--- config.mk ---
export PLATFORM = sky130hd
export DESIGN_NAME = emmc_mode_tune_reg
export DESIGN_NICKNAME = d
export VERILOG_FILES = /design/src/rtl/emmc_ctl_pkg.sv /design/src/rtl/emmc_mode_sel.sv /design/src/rtl/emmc_tap_update.sv /design/src/rtl/emmc_mode_tune_reg.sv
export SDC_FILE = /design/constraint.sdc
export NUM_CORES = 1
export LEC_CHECK = 0
export ABC_AREA = 0
export BUFFER_PORTS_ARGS = -buffer_cell sky130_fd_sc_hd__buf_2
export CORE_MARGIN = 8
export CORE_UTILIZATION = 40
export DETAILED_ROUTE_END_ITERATION = 16
export PLACE_DENSITY = 0.77
export RECOVER_POWER = 100
export SYNTH_ARGS = -nofsm -noshare
export SYNTH_HDL_FRONTEND = slang
export SYNTH_SLANG_ARGS = --single-unit
export TNS_END_PERCENT = 100
--- constraint.sdc ---
create_clock -name clk -period 3.9 [get_ports clk]
set_input_delay 0.39 -clock clk [delete_from_list [all_inputs] [get_ports clk]]
set_output_delay 0.39 -clock clk [all_outputs]
set_load 0.005 [all_outputs]
--- src/rtl/emmc_ctl_pkg.sv ---
package emmc_ctl_pkg;

    typedef enum logic [2:0] {
        BM_SD       = 3'd0,
        BM_RSV_LO   = 3'd1,
        BM_MMC_SDR  = 3'd2,
        BM_MMC_DDR  = 3'd3,
        BM_HS200    = 3'd4,
        BM_HS400    = 3'd5,
        BM_HS400_ES = 3'd6,
        BM_RSV_HI   = 3'd7
    } bus_mode_e;

    localparam int MODE_W   = 3;
    localparam int MODE_LSB = 0;
    localparam int TAP_LSB  = 8;
    localparam int UPD_POS  = 15;

    function automatic logic mode_code_ok(input logic [MODE_W-1:0] code);
        return !(code == BM_RSV_LO || code == BM_RSV_HI);
    endfunction

endpackage

--- src/rtl/emmc_mode_sel.sv ---
module emmc_mode_sel
    import emmc_ctl_pkg::*;
(
    input  logic              clk,
    input  logic              rst,
    input  logic              wr_en,
    input  logic [MODE_W-1:0] wr_code,
    input  logic              strobe_en,
    output logic [MODE_W-1:0] mode_o
);

    bus_mode_e mode_q, base_mode, mode_d;
    logic      strobe_q;
    logic      strobe_rise, strobe_fall, take_wr;

    assign strobe_rise = strobe_en & ~strobe_q;
    assign strobe_fall = ~strobe_en & strobe_q;
    assign take_wr     = wr_en & mode_code_ok(wr_code);

    always_comb begin
        base_mode = take_wr ? bus_mode_e'(wr_code) : mode_q;
        mode_d    = base_mode;
        if (strobe_rise && base_mode == BM_HS400)
            mode_d = BM_HS400_ES;
        else if (strobe_fall && base_mode == BM_HS400_ES)
            mode_d = BM_HS400;
    end

    always_ff @(posedge clk) begin
        if (rst) begin
            mode_q   <= BM_SD;
            strobe_q <= 1'b0;
        end else begin
            mode_q   <= mode_d;
            strobe_q <= strobe_en;
        end
    end

    assign mode_o = mode_q;

    // a reserved code is never held
    a_r2_no_reserved: assert property (@(posedge clk) disable iff (rst)
        mode_code_ok(mode_q));

    // rising strobe edge in HS400 moves to the strobe variant
    a_r7_swap_up: assert property (@(posedge clk) disable iff (rst)
        (strobe_rise && !wr_en && mode_q == BM_HS400) |=> (mode_q == BM_HS400_ES));

    // no write and no strobe edge keeps the mode
    a_r8_quiet_hold: assert property (@(posedge clk) disable iff (rst)
        (!wr_en && strobe_en == strobe_q) |=> $stable(mode_q));

    // write of HS400 with a rising edge in the same cycle ends in the strobe variant
    a_r9_same_cycle: assert property (@(posedge clk) disable iff (rst)
        (wr_en && wr_code == BM_HS400 && strobe_rise) |=> (mode_q == BM_HS400_ES));

endmodule

--- src/rtl/emmc_tap_update.sv ---
module emmc_tap_update #(
    parameter int TAP_W         = 6,
    parameter int TAP_LIMIT     = 43,
    parameter int SETTLE_CYCLES = 4
) (
    input  logic             clk,
    input  logic             rst,
    input  logic             wr_en,
    input  logic [TAP_W-1:0] wr_tap,
    input  logic             wr_upd,
    output logic [TAP_W-1:0] tap_field,
    output logic             upd_pending,
    output logic [TAP_W-1:0] tap_applied
);

    localparam int             CNT_W   = $clog2(SETTLE_CYCLES + 1);
    localparam logic [TAP_W-1:0] LIMIT_V = TAP_W'(TAP_LIMIT);
    localparam logic [CNT_W-1:0] RELOAD  = CNT_W'(SETTLE_CYCLES - 1);

    logic [CNT_W-1:0] settle_cnt;
    logic [TAP_W-1:0] tap_folded;
    logic             start_upd;

    assign start_upd  = wr_en & wr_upd;
    assign tap_folded = tap_field % LIMIT_V;

    always_ff @(posedge clk) begin
        if (rst) begin
            tap_field   <= '0;
            upd_pending <= 1'b0;
            settle_cnt  <= '0;
            tap_applied <= '0;
        end else begin
            if (wr_en)
                tap_field <= wr_tap;
            if (start_upd) begin
                upd_pending <= 1'b1;
                settle_cnt  <= RELOAD;
            end else if (upd_pending) begin
                if (settle_cnt == '0) begin
                    upd_pending <= 1'b0;
                    tap_applied <= tap_folded;
                end else begin
                    settle_cnt <= settle_cnt - 1'b1;
                end
            end
        end
    end

    // the tap driven to the delay line stays in the usable range
    a_r6_tap_in_range: assert property (@(posedge clk) disable iff (rst)
        tap_applied < LIMIT_V);

    // the applied tap moves only when the pending bit drops
    a_r5_apply_on_clear: assert property (@(posedge clk) disable iff (rst)
        !$stable(tap_applied) |-> $fell(upd_pending));

    // the settle counter never exceeds its window
    a_r4_cnt_bound: assert property (@(posedge clk) disable iff (rst)
        upd_pending |-> (settle_cnt <= RELOAD));

    // a new request always reopens a full window
    a_r10_restart: assert property (@(posedge clk) disable iff (rst)
        start_upd |=> (upd_pending && settle_cnt == RELOAD));

endmodule

--- src/rtl/emmc_mode_tune_reg.sv ---
module emmc_mode_tune_reg
    import emmc_ctl_pkg::*;
#(
    parameter int TAP_W         = 6,
    parameter int TAP_LIMIT     = 43,
    parameter int SETTLE_CYCLES = 4
) (
    input  logic        clk,
    input  logic        rst,
    input  logic        wr_en,
    input  logic [31:0] wr_data,
    output logic [31:0] rd_data,
    input  logic        strobe_en,
    output logic [2:0]  mode_o,
    output logic [5:0]  tap_o
);

    localparam logic [31:0] USED_MASK =
        (32'((1 << MODE_W) - 1) << MODE_LSB) |
        (32'((1 << TAP_W) - 1) << TAP_LSB) |
        (32'd1 << UPD_POS);

    logic [TAP_W-1:0]  tap_raw, tap_drv;
    logic              pending;
    logic [MODE_W-1:0] mode_cur;
    logic [31:0]       wr_unused_bits;

    assign wr_unused_bits = wr_data & ~USED_MASK;

    emmc_mode_sel u_mode (
        .clk       (clk),
        .rst       (rst),
        .wr_en     (wr_en),
        .wr_code   (wr_data[MODE_LSB +: MODE_W]),
        .strobe_en (strobe_en),
        .mode_o    (mode_cur)
    );

    emmc_tap_update #(
        .TAP_W         (TAP_W),
        .TAP_LIMIT     (TAP_LIMIT),
        .SETTLE_CYCLES (SETTLE_CYCLES)
    ) u_tap (
        .clk         (clk),
        .rst         (rst),
        .wr_en       (wr_en),
        .wr_tap      (wr_data[TAP_LSB +: TAP_W]),
        .wr_upd      (wr_data[UPD_POS]),
        .tap_field   (tap_raw),
        .upd_pending (pending),
        .tap_applied (tap_drv)
    );

    always_comb begin
        rd_data                     = '0;
        rd_data[MODE_LSB +: MODE_W] = mode_cur;
        rd_data[TAP_LSB +: TAP_W]   = tap_raw;
        rd_data[UPD_POS]            = pending;
    end

    assign mode_o = mode_cur;
    assign tap_o  = tap_drv;

endmodule

Word level (Yosys, flattened, before mapping). Cells that the tools add are included.

Logic and storage cells: 43. Latch bits: 0. ROM bits: 0. RAM bits: 0. Memories: 0. Register bits: 20.

Bitwise logic cells: 8. Shifts and indexed selects: 0. Equality and inequality tests: 5. Multiplexer cells: 9. Add/sub/neg operators: 1. Multiply operators: 0. $lt $le $gt $ge: 0. Divide/modulo/power cells: 1. Reductions and logical operators: 11.

Operators with widths (number): $eq A3 B3 Y1 const B (3); $mux W3 (3); $mod A6 B6 Y6 const B (1); $mux W2 (3); $and A1 B1 Y1 (4); $not A1 Y1 (4); $reduce_and A2 Y1 (2); $reduce_or A2 Y1 (2); $eq A3 B1 Y1 const B (1); $logic_not A3 Y1 (1); $mux W1 (3); $reduce_and A3 Y1 (1); $sub A3 B1 Y3 const B (1); $logic_and A1 B1 Y1 (2); $ne A2 B1 Y1 const B (1); $reduce_bool A2 Y1 (1); $logic_not A1 Y1 (1); $logic_or A1 B1 Y1 (1).

Depth between registers and ports, before layout. Gate-level depths: netlist (run 1).

Word-level depth: 9. Mapped depth: 7.

Cells and area by module. Synthesis (run 1) repeated with hierarchy kept, for this count alone.

Cells, all modules: 139. Area, all modules: 1188.6 µm².

By module, submodules not included: emmc_tap_update (cells each 83, area an instance 765.7 µm², sequential area each 320.3 µm², instances 1); emmc_mode_sel (cells each 29, area an instance 224.0 µm², sequential area each 80.1 µm², instances 1); emmc_mode_tune_reg (cells each 27, area an instance 198.9 µm², sequential area each 0.0 µm², instances 1).

Least setup slack after synthesis (run 1). Ideal clock, no wire load.

Path type: register to register. Start point: reg u_tap.tap_field[0]. End point: reg u_tap.tap_applied[3]. Arrival time: 1.339 ns. Stages on the path, launching flop included: 7. Period minus slack after synthesis: 1.424 ns. Buffers on the path: 0. Data required time: 3.814 ns. Slack: 2.476 ns. Cells stage by stage: dfxtp_1 -> ha_1 -> o21a_1 -> o21ai_2 -> nor2_1 -> xnor2_1 -> a211oi_1.

Cells in the longest elaborated chain, start to end: 1.

Ends and longest elaborated chain: start, declared (line emmc_tap_update.sv:11) `output logic [TAP_W-1:0] tap_field,`; start signal, assigned (line emmc_tap_update.sv:35) `tap_field <= wr_tap;`; $mod A6 B6 Y6 (line emmc_tap_update.sv:25) `assign tap_folded = tap_field % LIMIT_V;`; end signal, assigned (line emmc_tap_update.sv:42) `tap_applied <= tap_folded;`; end, declared (line emmc_tap_update.sv:13) `output logic [TAP_W-1:0] tap_applied`.

No other way between the ends. A chain may end at the register's enable or synchronous reset.

Final worst setup path (run 1).
Start point: reg u_tap.settle_cnt[0]. End point: reg u_tap.tap_applied[4].

Cells in the longest elaborated chain, start to end: 2.

Ends and longest elaborated chain: start, declared (line emmc_tap_update.sv:20) `logic [CNT_W-1:0] settle_cnt;`; start signal, assigned (line emmc_tap_update.sv:44) `settle_cnt <= settle_cnt - 1'b1;`; $logic_not A3 Y1 (line emmc_tap_update.sv:40) `if (settle_cnt == '0) begin`; $reduce_and A3 Y1 (no line).

No other way between the ends.

==> results.cfg, run 1 <==
[synth]
synth_compound_area_share_pct = 14.7
ys.flop_type = dfxtp_1
yosysSeqAreaShare_pct = 34.3
syn_inst = 135
synthSimpleGateAreaFrac_pct = 16.3
syn_avg_cell_area_sq_um = 8.64
ys_ff_latch = 20
synth_xor_area_share_pct = 4.51
yosysWarnings = 0
synth_top_area_share_pct = 34.3
yosys-mux-area-fraction_pct = 6.01
netlist_area_sq_um = 1170
synth_top_family_by_area = buffers and inverters
synthAdderAreaFrac_pct = 3.22
ys_types = 33
synthTopCellsByArea = dfxtp_1 (34%), buf_4 (17%), mux2i_1 (6.0%)
synth_edf_count = 0
yosys.area.top_type = dfxtp_1
async_flop_share_pct = 0

[die]
dieWidth_um = 70.0
die_h_um = 70.0
core-area_sq_um = 2760
start_util_pct = 42.3
dieArea_sq_um = 4900
rows = 19
io_pins = 77

[hold_path]
hp-class = in -> reg
min_delay_path_depth = 2

[cells_and_area]
final_common_cell = conb_1
area_growth_pct = 4.94
instances_no_fill = 193
n_fill_cell = 324
insertedDiodeCount = 0
nets = 202
drive_gt1_share_pct = 13.0
mostFrequentLayoutCells = conb_1 (22), dfxtp_1 (20), clkbuf_1 (19)
multi_input_area_sq_um = 593
regArea_sq_um = 400

[grt]
antenna_found_initial = 0
grt_pass1_vias = 867
track_usage_pct = 9.30
grt-ovfl-total = 0
grt_pass1_wl_mm = 3.97
grt_max_degree = 21

[detailed_routing]
vias = 882
first_pass_iters = 4
drc = 0
routed_wl_mm = 2.28
ant_nets = 0
drt_iter0_markers = 11
via_per_inst = 4.57
wire_per_inst_um = 11.8

[critical_path]
worst-setup-path-type = reg -> reg
startpoint_type = flip-flop
crit_required_ns = 4.13
rr_worst_depth = 6
ff2ff_setup_slack_ns = 2.31
critPathArrivalTime_ns = 1.82
crit_path_end_kind = flip-flop
worst-path-max-fanout = 12

[power]
p_per_area_nw_per_um2 = 340
vdd_drop_max_mv = 0.240
power.total_w = 0.000417
p_leak_nw = 0.529

[placement]
place_inst = 189
gp_congestion = 0.691
port_buffers = 32
dpl.hpwl_mm = 1.85

[sta]
grt_setup_unrepaired = false
finalCritPeriodShare_pct = 40.7
period_minus_slack_ns = 1.59
hold_violations = 0
drv_slew = 0
whs_ns = 0.292
tightest_slew_ns = 0.847
max_freq_mhz = 629
setup_viol = 0
slew_headroom_pct = 43.6
fin_setup_tns_ns = 0
clock_skew_ns = 0.00233

[run]
drv_cap = 0

[clocking]
insertion_delay_ns = 0.30
clk_pin_slew_ns = 0.11
cts-htree-levels = 1
clock-sinks = 20
postCtsSetupBuffers = 0
cts_resized = 0
numCtsBuffers = 3
cts_tree = built
cts_max_path_buffers = 2
hold_buffers = 0
clock-root-buffer = clkbuf_4

[status]
status = complete, no violations
==> critical path, cell delays in order (launching register included) <==
cell and delay [ns]:
dfxtp_1 0.31, inv_1 0.10, ha_1 0.15, nand2b_1 0.08, nor2_1 0.54, o211ai_1 0.18, a21oi_1 0.17
==> state kept, by name (all words and copies together), names as in the netlist <==
name	flops
u_tap.tap_field	6
u_tap.upd_pending	1
u_tap.settle_cnt	3
u_mode.mode_o	3
u_mode.strobe_q	1
u_tap.tap_applied	6
==> final cells by class <==
class / instances / area share (%)
Clock buffer: 4 / 2.97
Inverter: 5 / 1.53
Multi-Input combinational cell: 101 / 48.5
Sequential cell: 20 / 32.7
Tap cell: 31 / 3.17
Timing Repair Buffer: 32 / 11.1
==> cell usage after synthesis, types with 3 or more instances <==
master,instances
ha_1,3
nor2_1,17
nand3_1,4
a21oi_1,10
buf_4,27
nand2b_1,3
inv_1,5
mux2i_1,7
nand2_1,5
xnor2_1,4
dfxtp_1,20
a211oi_1,5
==> where the power goes <==
part | internal (W) | switching (W) | leakage [nW]
sequential | 0.000216 | 0.00000984 | 0.164
clock | 0.0000569 | 0.0000626 | 0.0210
combinational | 0.0000299 | 0.0000414 | 0.344
total | 0.000303 | 0.000114 | 0.529
==> final timing paths <==
kind | from | endpoint
worst min register to register | u_tap.tap_applied[4] | u_tap.tap_applied[4]
worst max register to register | u_tap.settle_cnt[0] | u_tap.tap_applied[4]
worst min-delay path | wr_data[15] | u_tap.settle_cnt[2]
worst max-delay path | u_tap.settle_cnt[0] | u_tap.tap_applied[4]
==> per-layer routing <==
metal	track usage [%]	part of all wire [%]
met1	10.5	44
met2	14.7	47
met3	4.66	9.1
met4	3.35	0.74
met5	0	0
==> cells by family (layout without fill, tap and decap cells) <==
group,Yosys count,in the layout
buf+inv,35,41
fa+ha+maj,3,3
flops,20,20
compound gates,24,24
mux,7,7
simple gates,39,39
other cells,1,22
xor+xnor,6,6
==> per-stage QoR <==
stage / area, sq um / setup slack, ns / utilization, %
after floorplan: 1240 / 2.48 / -
after global placement: 1220 / 2.12 / 44.3
after detailed placement: 1220 / 2.08 / 44.3
after CTS: 1260 / 2.27 / 45.6
after global routing: 1220 / 2.06 / 44.4
final: 1220 / 2.31 / 44.4
Power figures use the tool's default switching activity.
==> run 2, diff against run 1 <==
==> constraint.sdc (replaced) <==
create_clock -name clk -period 1.5 [get_ports clk]
set_input_delay 0.15 -clock clk [delete_from_list [all_inputs] [get_ports clk]]
set_output_delay 0.15 -clock clk [all_outputs]
set_load 0.005 [all_outputs]
==> results.cfg, run 2 (synthesis results as in run 1) <==
[detailed_routing]
drc = 0
wire_per_inst_um = 11.9
wl_met2_mm = 1.12
dr.max_layer_used = met3
vias = 913
routed_wl_mm = 2.37
wl_met1_mm = 1.02
drt_iter0_markers = 4
dr_wl_met3_um = 226
ant_nets = 0
via_per_inst = 4.59
first_pass_iters = 3

[placement]
dpl_cell_area_sq_um = 1250
dpl.hpwl_mm = 1.94
port_buffers = 32
gp_congestion = 0.691

[power]
vdd_drop_max_mv = 0.640
p_per_area_nw_per_um2 = 850
p_leak_nw = 0.557
power.total_w = 0.00109

[sta]
clock_skew_ns = 0.00435
hold_violations = 0
period_minus_slack_ns = 1.40
finalCritPeriodShare_pct = 93.2
fin_setup_tns_ns = 0
setup_viol = 0
grt_setup_unrepaired = false
max_freq_mhz = 715
drv_slew = 0

[cells_and_area]
nets = 208
drive_gt1_share_pct = 17.3
n_fill_cell = 306
area_growth_pct = 9.66
insertedDiodeCount = 0
final_common_cell = conb_1
final_area_sq_um = 1280
reg_top3 = u_tap.tap_applied (6), u_tap.tap_field (6)
mostFrequentLayoutCells = conb_1 (22), dfxtp_1 (20), clkbuf_1 (19)

[hold_path]
hp-start = wr_data[15]
hp-class = in -> reg

[grt]
grt_max_degree = 21
grt_pass1_vias = 932
antenna_found_initial = 0
grt_pass1_wl_mm = 4.04
grt-ovfl-total = 0
track_usage_pct = 9.40

[clocking]
clock-sinks = 20
hold_buffers = 0
cts-htree-levels = 1
numCtsBuffers = 3
cts_max_path_buffers = 2
clk_pin_slew_ns = 0.10
clock-root-buffer = clkbuf_4
cts_tree = built
insertion_delay_ns = 0.29

[die]
dieArea_sq_um = 4900
die_h_um = 70.0
start_util_pct = 42.3
dieWidth_um = 70.0
io_pins = 77
core-area_sq_um = 2760
rows = 19

[critical_path]
critPathArrivalTime_ns = 1.61
startpoint = u_tap.tap_field[0]
worst-path-max-fanout = 4
crit_path_end_kind = flip-flop
worst-setup-path-type = reg -> reg
startpoint_type = flip-flop
regToRegStartpoint = u_tap.tap_field[0]
crit_required_ns = 1.71

[status]
status = complete, no violations

[run]
drv_cap = 0
run 2: changes by cell type in the layout (fill, tap and decap cells not counted), sizes merged:
| cell | change |
|---|---|
| buf | +6 |
run 2: routing by layer:
layer	global-route usage, %	up-vias
met5	0	-
met2	17.1	36
met1	9.55	405
met4	1.34	0
met3	4.80	0
li1	-	472
run 2: stage by stage:
stage               cells  worst slack, ns  utilization (%)  hold WS, ns
finish                199            0.102             46.4       0.0514
global route          199          0.00274             46.4       0.0454
CTS                   197          0.00109             46.7       0.0386
detailed placement    193           0.0204             45.4        0.357
global placement      193           0.0717             45.4        0.359
floorplan             156           0.0758                -        0.251
run 2: what timing repair did:
item | CTS | global route
endpoints found under the setup margin | 0 | 2
setup buffers | 0 | 2
gates resized for setup | 0 | 4
run 2: final cells by class:
class | count | area [sq um] | share of cell area, %
well taps | 31 | 38.8 | 3.03
multi-input cells | 101 | 608 | 47.6
repair buffers | 38 | 176 | 13.8
flip-flops and latches | 20 | 400 | 31.3
clock buffers | 4 | 36.3 | 2.84
inverters | 5 | 18.8 | 1.47
run 2: critical path: stages, from the launching register on:
cell and delay, ns:
dfxtp_1 0.33, ha_2 0.19, o21a_1 0.21, o21ai_4 0.20
buf_4 0.14, xor2_1 0.05, a211oi_1 0.21
run 2: worst paths after layout:
check	slack, ns	endpoint	cells past startpoint
hold reg to reg	0.49	u_tap.tap_applied[5]	2
setup / recovery	0.10	u_tap.tap_applied[0]	6
setup reg to reg	0.10	u_tap.tap_applied[0]	6
hold / removal	0.05	u_tap.settle_cnt[2]	2
run 2: power by group:
part           switching [W]  leakage, nW  internal (W)
combinational       0.000114        0.372     0.0000856
sequential         0.0000244        0.164      0.000561
clock               0.000154       0.0210      0.000148
total               0.000293        0.557      0.000794
